===== src/rtl/coh_pkg.sv =====
package coh_pkg;
  typedef enum logic [1:0] {
    LN_INV   = 2'b00,
    LN_SHR   = 2'b01,
    LN_DIRTY = 2'b10
  } line_st_t;
endpackage


===== src/rtl/coh_dec.sv =====
module coh_dec #(
  parameter int N     = 8,
  parameter int IDX_W = $clog2(N)
) (
  input  logic             en,
  input  logic [IDX_W-1:0] idx,
  output logic [N-1:0]     hit
);
  for (genvar g = 0; g < N; g++) begin : g_hit
    assign hit[g] = en && (idx == IDX_W'(g));
  end
endmodule


===== src/rtl/coh_line.sv =====
module coh_line
  import coh_pkg::*;
(
  input  logic     clk,
  input  logic     rst_n,
  input  logic     snp_hit,
  input  logic     snp_write,
  input  logic     cpu_hit,
  input  logic     cpu_write,
  output line_st_t st_q,
  output logic     flush,
  output logic     cread,
  output logic     cwrite
);
  line_st_t st_mid;
  line_st_t st_d;
  logic     upd_en;

  // snoop transition first, local transition on its result
  always_comb begin
    st_mid = st_q;
    flush  = 1'b0;
    if (snp_hit) begin
      if (snp_write) begin
        st_mid = LN_INV;
      end else if (st_q == LN_DIRTY) begin
        st_mid = LN_SHR;
        flush  = 1'b1;
      end
    end
  end

  always_comb begin
    st_d   = st_mid;
    cread  = 1'b0;
    cwrite = 1'b0;
    if (cpu_hit) begin
      if (!cpu_write) begin
        if (st_mid == LN_INV) begin
          st_d  = LN_SHR;
          cread = 1'b1;
        end
      end else begin
        st_d = LN_DIRTY;
        if (st_mid != LN_DIRTY) cwrite = 1'b1;
      end
    end
  end

  assign upd_en = snp_hit | cpu_hit;

  always_ff @(posedge clk or negedge rst_n) begin
    if (!rst_n) begin
      st_q <= LN_INV;
    end else if (upd_en) begin
      st_q <= st_d;
    end
  end
endmodule


===== src/rtl/snoopy_coh_ctrl.sv =====
module snoopy_coh_ctrl
  import coh_pkg::*;
#(
  parameter int NUM_LINES = 8,
  parameter int IDX_W     = $clog2(NUM_LINES)
) (
  input  logic             clk,
  input  logic             rst_n,
  input  logic             cpu_req_valid,
  input  logic             cpu_req_write,
  input  logic [IDX_W-1:0] cpu_req_idx,
  output logic             cpu_ready,
  output logic [1:0]       cpu_line_state,
  output logic             bus_cread,
  output logic             bus_cwrite,
  output logic [IDX_W-1:0] bus_idx,
  input  logic             snp_valid,
  input  logic             snp_write,
  input  logic [IDX_W-1:0] snp_idx,
  output logic             flush_req,
  output logic [IDX_W-1:0] flush_idx
);
  logic [1:0]           rst_sync_q;
  logic                 rst_sync_n;
  logic [NUM_LINES-1:0] snp_hit;
  logic [NUM_LINES-1:0] cpu_hit;
  logic [NUM_LINES-1:0] flush_v;
  logic [NUM_LINES-1:0] cread_v;
  logic [NUM_LINES-1:0] cwrite_v;
  line_st_t             st_arr [NUM_LINES];

  always_ff @(posedge clk or negedge rst_n) begin
    if (!rst_n) rst_sync_q <= 2'b00;
    else        rst_sync_q <= {rst_sync_q[0], 1'b1};
  end
  assign rst_sync_n = rst_sync_q[1];

  coh_dec #(.N(NUM_LINES), .IDX_W(IDX_W)) u_snp_dec (
    .en(snp_valid), .idx(snp_idx), .hit(snp_hit));
  coh_dec #(.N(NUM_LINES), .IDX_W(IDX_W)) u_cpu_dec (
    .en(cpu_req_valid), .idx(cpu_req_idx), .hit(cpu_hit));

  for (genvar g = 0; g < NUM_LINES; g++) begin : g_line
    coh_line u_line (
      .clk      (clk),
      .rst_n    (rst_sync_n),
      .snp_hit  (snp_hit[g]),
      .snp_write(snp_write),
      .cpu_hit  (cpu_hit[g]),
      .cpu_write(cpu_req_write),
      .st_q     (st_arr[g]),
      .flush    (flush_v[g]),
      .cread    (cread_v[g]),
      .cwrite   (cwrite_v[g])
    );
  end

  assign flush_req  = |flush_v;
  assign bus_cread  = |cread_v;
  assign bus_cwrite = |cwrite_v;
  assign flush_idx  = snp_idx;
  assign bus_idx    = cpu_req_idx;
  assign cpu_line_state = st_arr[cpu_req_idx];

  always_ff @(posedge clk or negedge rst_sync_n) begin
    if (!rst_sync_n) cpu_ready <= 1'b0;
    else             cpu_ready <= cpu_req_valid;
  end
endmodule


===== config.mk =====
export PLATFORM = sky130hd
export DESIGN_NAME = snoopy_coh_ctrl
export DESIGN_NICKNAME = d
export VERILOG_FILES = /design/src/rtl/coh_pkg.sv /design/src/rtl/coh_dec.sv /design/src/rtl/coh_line.sv /design/src/rtl/snoopy_coh_ctrl.sv
export SDC_FILE = /design/constraint.sdc
export NUM_CORES = 1
export LEC_CHECK = 0
export ABC_AREA = 1
export ABC_CLOCK_PERIOD_IN_PS = 1800
export BUFFER_PORTS_ARGS = -buffer_cell sky130_fd_sc_hd__buf_2
export CAP_MARGIN = 40
export CORE_MARGIN = 5
export CORE_UTILIZATION = 57
export DETAILED_ROUTE_END_ITERATION = 12
export GPL_ROUTABILITY_DRIVEN = 0
export PLACE_DENSITY = 0.8
export SLEW_MARGIN = 20
export SYNTH_ARGS = -nofsm -noshare
export SYNTH_HDL_FRONTEND = slang
export SYNTH_SLANG_ARGS = --single-unit

===== constraint.sdc =====
create_clock -name clk -period 1.8 [get_ports clk]
set_clock_uncertainty 0.15 [all_clocks]
set_input_delay 0.45 -clock clk [delete_from_list [all_inputs] [get_ports clk]]
set_output_delay 0.45 -clock clk [all_outputs]
set_load 0.1 [all_outputs]

==> results of run 1 <==
synthesized netlist by cell type:
master / n / area [µm²]
sky130_fd_sc_hd__a21boi_1: 1 / 7.510
sky130_fd_sc_hd__nor2_4: 2 / 22.52
sky130_fd_sc_hd__clkbuf_1: 2 / 7.510
sky130_fd_sc_hd__o21ai_0: 17 / 85.08
sky130_fd_sc_hd__nor2_1: 24 / 90.09
sky130_fd_sc_hd__nand3_1: 17 / 85.08
sky130_fd_sc_hd__nor2_2: 4 / 25.02
sky130_fd_sc_hd__nand3b_1: 2 / 15.01
sky130_fd_sc_hd__buf_4: 6 / 45.04
sky130_fd_sc_hd__nand2_2: 3 / 18.77
sky130_fd_sc_hd__nor3_1: 2 / 10.01
sky130_fd_sc_hd__dfrtp_1: 19 / 475.5
sky130_fd_sc_hd__nand4_1: 2 / 12.51
sky130_fd_sc_hd__inv_1: 36 / 135.1
sky130_fd_sc_hd__o21a_1: 1 / 7.510
sky130_fd_sc_hd__a21oi_1: 14 / 70.07
sky130_fd_sc_hd__o2111ai_1: 1 / 8.760
sky130_fd_sc_hd__or2_2: 4 / 25.02
sky130_fd_sc_hd__nand2_1: 79 / 296.5
sky130_fd_sc_hd__o21ai_1: 6 / 30.03
sky130_fd_sc_hd__inv_2: 1 / 3.750
sky130_fd_sc_hd__buf_2: 2 / 10.01
sky130_fd_sc_hd__a31oi_1: 1 / 6.260
sky130_fd_sc_hd__conb_1: 1 / 3.750
sky130_fd_sc_hd__o22ai_1: 10 / 62.56
sky130_fd_sc_hd__o2bb2ai_1: 1 / 8.760
kinds of logic after synthesis:
logic type | share of synthesized area
buffers and inverters | 0.1285
AO/OA/AOI/OAI | 0.1828
flip-flops | 0.3033
AND/OR/NAND/NOR | 0.3831
other | 0.002392
stage by stage:
step                setup slack (ns)  cells  hold slack, ns  utilization
floorplan                    -0.1981    258        0.004409            -
global placement             -0.6306    366         0.08410       0.9436
detailed placement           -0.7765    366         0.08682       0.9436
==> load_flow_metrics.sql, run 1 <==
INSERT INTO impl_metrics (metric_group, metric, value, unit) VALUES
('placement', 'placedInstanceArea', '2535', 'µm²'),
('floorplan', 'rows', '19', ''),
('logic_synthesis', 'mappedNetlistNets', '270', ''),
('floorplan', 'die_y', '62.45', 'µm'),
('clock_network', 'cts_sinks', '19', ''),
('clock_network', 'clock-root-buffer', 'sky130_fd_sc_hd__clkbuf_4', ''),
('clock_network', 'number_of_buffers_added_for_setup_after_cts', '5', ''),
('run_status', 'run_status', 'aborted with a tool error', ''),
('floorplan', 'initial_core_util', '0.5836', ''),
('run_status', 'outcome.stop_stage', 'clock tree synthesis (4_1_cts)', ''),
('clock_network', 'clock_tree.buffer_depth', '2', ''),
('floorplan', 'die_w', '62.45', 'µm'),
('clock_network', 'tritoncts.num_buffers', '3', ''),
('placement', 'io_buffers', '23', ''),
('clock_network', 'hold_buffers', '1', ''),
('logic_synthesis', 'post_synth_inst_count', '258', ''),
('logic_synthesis', 'synthesis.yosys.warnings', '0', ''),
('logic_synthesis', 'fraction_of_the_yosys_area_taken_by_sequential_cells', '0.3033', ''),
('clock_network', 'cts.repair.resized', '69', ''),
('logic_synthesis', 'synth_cell_type_count', '26', ''),
('floorplan', 'floorplan.io_pins', '24', ''),
('placement', 'hpwlAfterDp', '5.270', 'mm'),
('logic_synthesis', 'synth-seq-cells', '19', ''),
('logic_synthesis', 'synthesis.area_per_instance', '6.077', 'µm²'),
('clock_network', 'htree_levels', '1', ''),
('logic_synthesis', 'post_synth_instance_area', '1568', 'µm²'),
('run_status', 'stop_error', '[ERROR DPL-0038] Utilization greater than 100%, impossible to legalize', '');
==> run 2, diff against run 1 <==
--- a/config.mk
+++ b/config.mk
@@ -10,10 +10,10 @@
 export BUFFER_PORTS_ARGS = -buffer_cell sky130_fd_sc_hd__buf_2
 export CAP_MARGIN = 40
 export CORE_MARGIN = 5
-export CORE_UTILIZATION = 57
+export CORE_UTILIZATION = 40
 export DETAILED_ROUTE_END_ITERATION = 12
 export GPL_ROUTABILITY_DRIVEN = 0
-export PLACE_DENSITY = 0.8
+export PLACE_DENSITY_LB_ADDON = 0.15
 export SLEW_MARGIN = 20
 export SYNTH_ARGS = -nofsm -noshare
 export SYNTH_HDL_FRONTEND = slang
==> load_flow_metrics.sql, run 2 <==
INSERT INTO impl_metrics (metric_group, metric, value, unit) VALUES
('timing', 'rsz0062_at_grt', 'yes', ''),
('finish', 'reg.largest.list', 'g_line.u_line.st_q x16, rst_sync_q x2, cpu_ready x1', ''),
('logic_synthesis', 'synth_top_area_share', '0.3033', ''),
('timing', 'setup_viol', '5', ''),
('timing', 'min_period', '2.377', 'ns'),
('timing', 'number_of_endpoints_with_negative_hold_slack_in_the_final_report', '0', ''),
('floorplan', 'die_w', '72.61', 'µm'),
('finish', 'layout-area-overhead-vs-synth', '99.84', '%'),
('global_routing', 'grtUsageTotal', '0.2297', ''),
('logic_synthesis', 'post_synth_instance_area', '1568', 'µm²'),
('routing', 'wire_per_inst', '17.24', 'µm'),
('flow_run', 'drv.max_cap_violation_count', '0', ''),
('floorplan', 'initial_core_util', '0.4219', ''),
('power', 'p_per_area', '770.5', 'nW/µm²'),
('placement', 'hpwlAfterDp', '4.082', 'mm'),
('global_routing', 'first_global_vias', '2130', ''),
('setup_path', 'worst_endpoint_required_time', '1.20', 'ns'),
('finish', 'post_layout_nonfiller_instances', '404', ''),
('routing', 'drt-vias-per-instance', '5.542', ''),
('run_status', 'run_status', 'finished with violations', ''),
('clock_network', 'tritoncts_clock_tree', 'yes', ''),
('setup_path', 'timing_worst_setup_path_type', 'reg -> out', ''),
('routing', 'drt_pass1_iterations', '5', ''),
('floorplan', 'die_y', '72.61', 'µm'),
('clock_network', 'cts_sinks', '19', ''),
('routing', 'routed_wirelength', '6.966', 'mm'),
('timing', 'holdWs', '0.1003', 'ns'),
('clock_network', 'htree_levels', '1', ''),
('global_routing', 'global_route.overflow_total', '0', ''),
('finish', 'drive_above_1_share', '0.5421', ''),
('finish', 'antenna_cells_inserted', '0', ''),
('setup_path', 'worst_setup_path_start_kind', 'flop', ''),
('floorplan', 'rows', '22', ''),
('logic_synthesis', 'synth_enable_flop_cells', '0', ''),
('routing', 'route.antenna.remaining_nets', '0', ''),
('setup_path', 'maximum_fanout_along_the_worst_path', '5', ''),
('setup_path', 'worst_ep_arrival_time', '1.78', 'ns'),
('logic_synthesis', 'synth_cell_type_count', '26', ''),
('floorplan', 'floorplan.io_pins', '24', ''),
('logic_synthesis', 'yosysMostFrequentCell', 'sky130_fd_sc_hd__nand2_1', ''),
('routing', 'route.vias.total', '2239', ''),
('setup_path', 'crit_path_end_kind', 'output pin', ''),
('finish', 'final_core_utilization', '0.8431', ''),
('logic_synthesis', 'ys_top_cells_by_area', 'sky130_fd_sc_hd__dfrtp_1 (30%), sky130_fd_sc_hd__nand2_1 (19%), sky130_fd_sc_hd__inv_1 (8.6%)', ''),
('logic_synthesis', 'mappedNetlistNets', '270', ''),
('finish', 'commonest_non_fill_non_tap_cell_in_the_layout', 'sky130_fd_sc_hd__buf_4', ''),
('placement', 'placedInstanceArea', '2544', 'µm²'),
('clock_network', 'clock_tree.buffer_depth', '2', ''),
('logic_synthesis', 'fraction_of_the_yosys_area_taken_by_sequential_cells', '0.3033', ''),
('logic_synthesis', 'ys.flop_type', 'sky130_fd_sc_hd__dfrtp_1', ''),
('logic_synthesis', 'synthesis.area_per_instance', '6.077', 'µm²'),
('logic_synthesis', 'synth_async_sr_flop_share', '1.000', ''),
('clock_network', 'clock-root-buffer', 'sky130_fd_sc_hd__clkbuf_8', ''),
('timing', 'layout_worst_path_cycle_share', '1.320', ''),
('timing', 'slew_viol_final', '0', ''),
('setup_path', 'r2r-start', 'g_line[6].u_line.st_q[0]$_DFFE_PN0P_', ''),
('finish', 'most_used_cells_in_the_layout_excluding_fill_and_tap_cells', 'sky130_fd_sc_hd__buf_4 (68), sky130_fd_sc_hd__nand2_1 (57), sky130_fd_sc_hd__inv_1 (24)', ''),
('finish', 'post-route-cell-area', '3133', 'µm²'),
('logic_synthesis', 'post_synth_inst_count', '258', ''),
('hold_path', 'holdCritPathClass', 'reg -> async', ''),
('power', 'power.static_leakage', '1.484', 'nW'),
('power', 'peakVddDrop', '0.5375', 'mV'),
('global_routing', 'grt_first_pass_wirelength', '9.584', 'mm'),
('logic_synthesis', 'synthesis.yosys.warnings', '0', ''),
('clock_network', 'tritoncts.num_buffers', '3', ''),
('placement', 'io_buffers', '23', ''),
('timing', 'maxClockFrequency', '420.8', 'MHz'),
('floorplan', 'dieArea', '5271', 'µm²'),
('run_status', 'failed_checks', 'setup timing', ''),
('clock_network', 'clock_input_transition_at_the_sequential_cells_of_the_worst_setup_and_hold_paths', '0.08', 'ns'),
('placement', 'dp_cells', '383', ''),
('logic_synthesis', 'ys_top_cells_by_count', 'sky130_fd_sc_hd__nand2_1 (79), sky130_fd_sc_hd__inv_1 (36), sky130_fd_sc_hd__nor2_1 (24), sky130_fd_sc_hd__dfrtp_1 (19)', ''),
('clock_network', 'clkLatencyLatePin', '0.26', 'ns'),
('timing', 'layout_setup_ws', '-0.5765', 'ns'),
('floorplan', 'fp.coreArea', '3716', 'µm²'),
('logic_synthesis', 'synth-seq-cells', '19', ''),
('finish', 'regMostFlops', 'g_line.u_line.st_q', ''),
('placement', 'pre_cts_slack', '-0.7211', 'ns'),
('routing', 'drtIter0Drc', '188', ''),
('finish', 'largest_register_ff_count', '16', ''),
('finish', 'layout.nets', '369', ''),
('logic_synthesis', 'synth_top_area_cell', 'sky130_fd_sc_hd__dfrtp_1', ''),
('setup_path', 'cp-startpoint', 'g_line[7].u_line.st_q[0]$_DFFE_PN0P_', ''),
('global_routing', 'number_of_antenna_violations_at_the_first_check_in_global_routing', '0', ''),
('routing', 'route.detailed.drc', '0', ''),
('global_routing', 'maximum_number_of_pins_on_one_net_before_global_route_repair', '20', '');
## run 2: kinds of logic after synthesis
logic type | synth area share
AND/OR/NAND/NOR | 0.3831
AO/OA/AOI/OAI | 0.1828
buffers and inverters | 0.1285
flip-flops | 0.3033
other | 0.002392
## run 2: final cells by class
type,count,area [µm²]
flip-flops and latches,19,476.7
repair inverters,1,7.507
clock inverters,1,5.005
inverters,37,209.0
fillers,213,583.1
clock buffers,3,41.29
multi-input cells,192,1320
repair buffers,103,1013
well taps,48,60.06
## run 2: power breakdown
group	total, mW	leakage (nW)	switching, mW	internal (mW)
sequential	0.625	0.223	0.102	0.523
clock	0.313	0.0255	0.159	0.154
combinational	1.48	1.24	0.782	0.693
## run 2: layer usage
metal	GRT usage	share of wire	wire length (µm)	vias up
li1	-	-	-	1021
met1	0.2862	0.38	2630	1059
met2	0.4038	0.50	3483	123
met3	0.03444	0.075	521	36
met4	0.07377	0.048	331	0
met5	0	0	0	-
## run 2: stage by stage
stage	setup TNS, ns	power, mW
final	-2.018	2.414
after global routing	-2.262	2.533
after CTS	-1.601	2.219
after detailed placement	-2.499	1.730
after global placement	-2.407	1.717
after floorplan	-0.5028	1.232
## run 2: what timing repair did
item,in CTS,in global routing
setup buffers,9,5
gates resized for setup,55,49
hold buffers,2,0
endpoints found under the setup margin,5,5
gates cloned,1,0
pin swaps,18,29
endpoints found under the hold margin,5,0
## run 2: critical path, stage by stage, from the launching register on
cell                      delay [ns]
sky130_fd_sc_hd__dfrtp_2        0.45
sky130_fd_sc_hd__o21ai_1        0.21
sky130_fd_sc_hd__nand2_1        0.13
sky130_fd_sc_hd__o21ai_2        0.10
sky130_fd_sc_hd__nand2_1        0.08
sky130_fd_sc_hd__nand2_1        0.11
sky130_fd_sc_hd__nand2_2        0.09
sky130_fd_sc_hd__nor2_4         0.13
sky130_fd_sc_hd__nand2_4        0.07
sky130_fd_sc_hd__buf_12         0.16
## run 2: path summary, 6_finish.rpt
kind	end	slack [ns]	depth (start not counted)
worst max-delay path	bus_cwrite	-0.58	9
worst min-delay path	g_line[6].u_line.st_q[1]$_DFFE_PN0P_	0.10	1
worst max register to register	g_line[6].u_line.st_q[0]$_DFFE_PN0P_	0.32	7
worst min register to register	g_line[6].u_line.st_q[1]$_DFFE_PN0P_	0.10	1
max in group asynchronous	cpu_ready$_DFF_PN0_	0.84	1
min in group clk	cpu_ready$_DFF_PN0_	0.19	1
(Power assumes the default switching activity.)
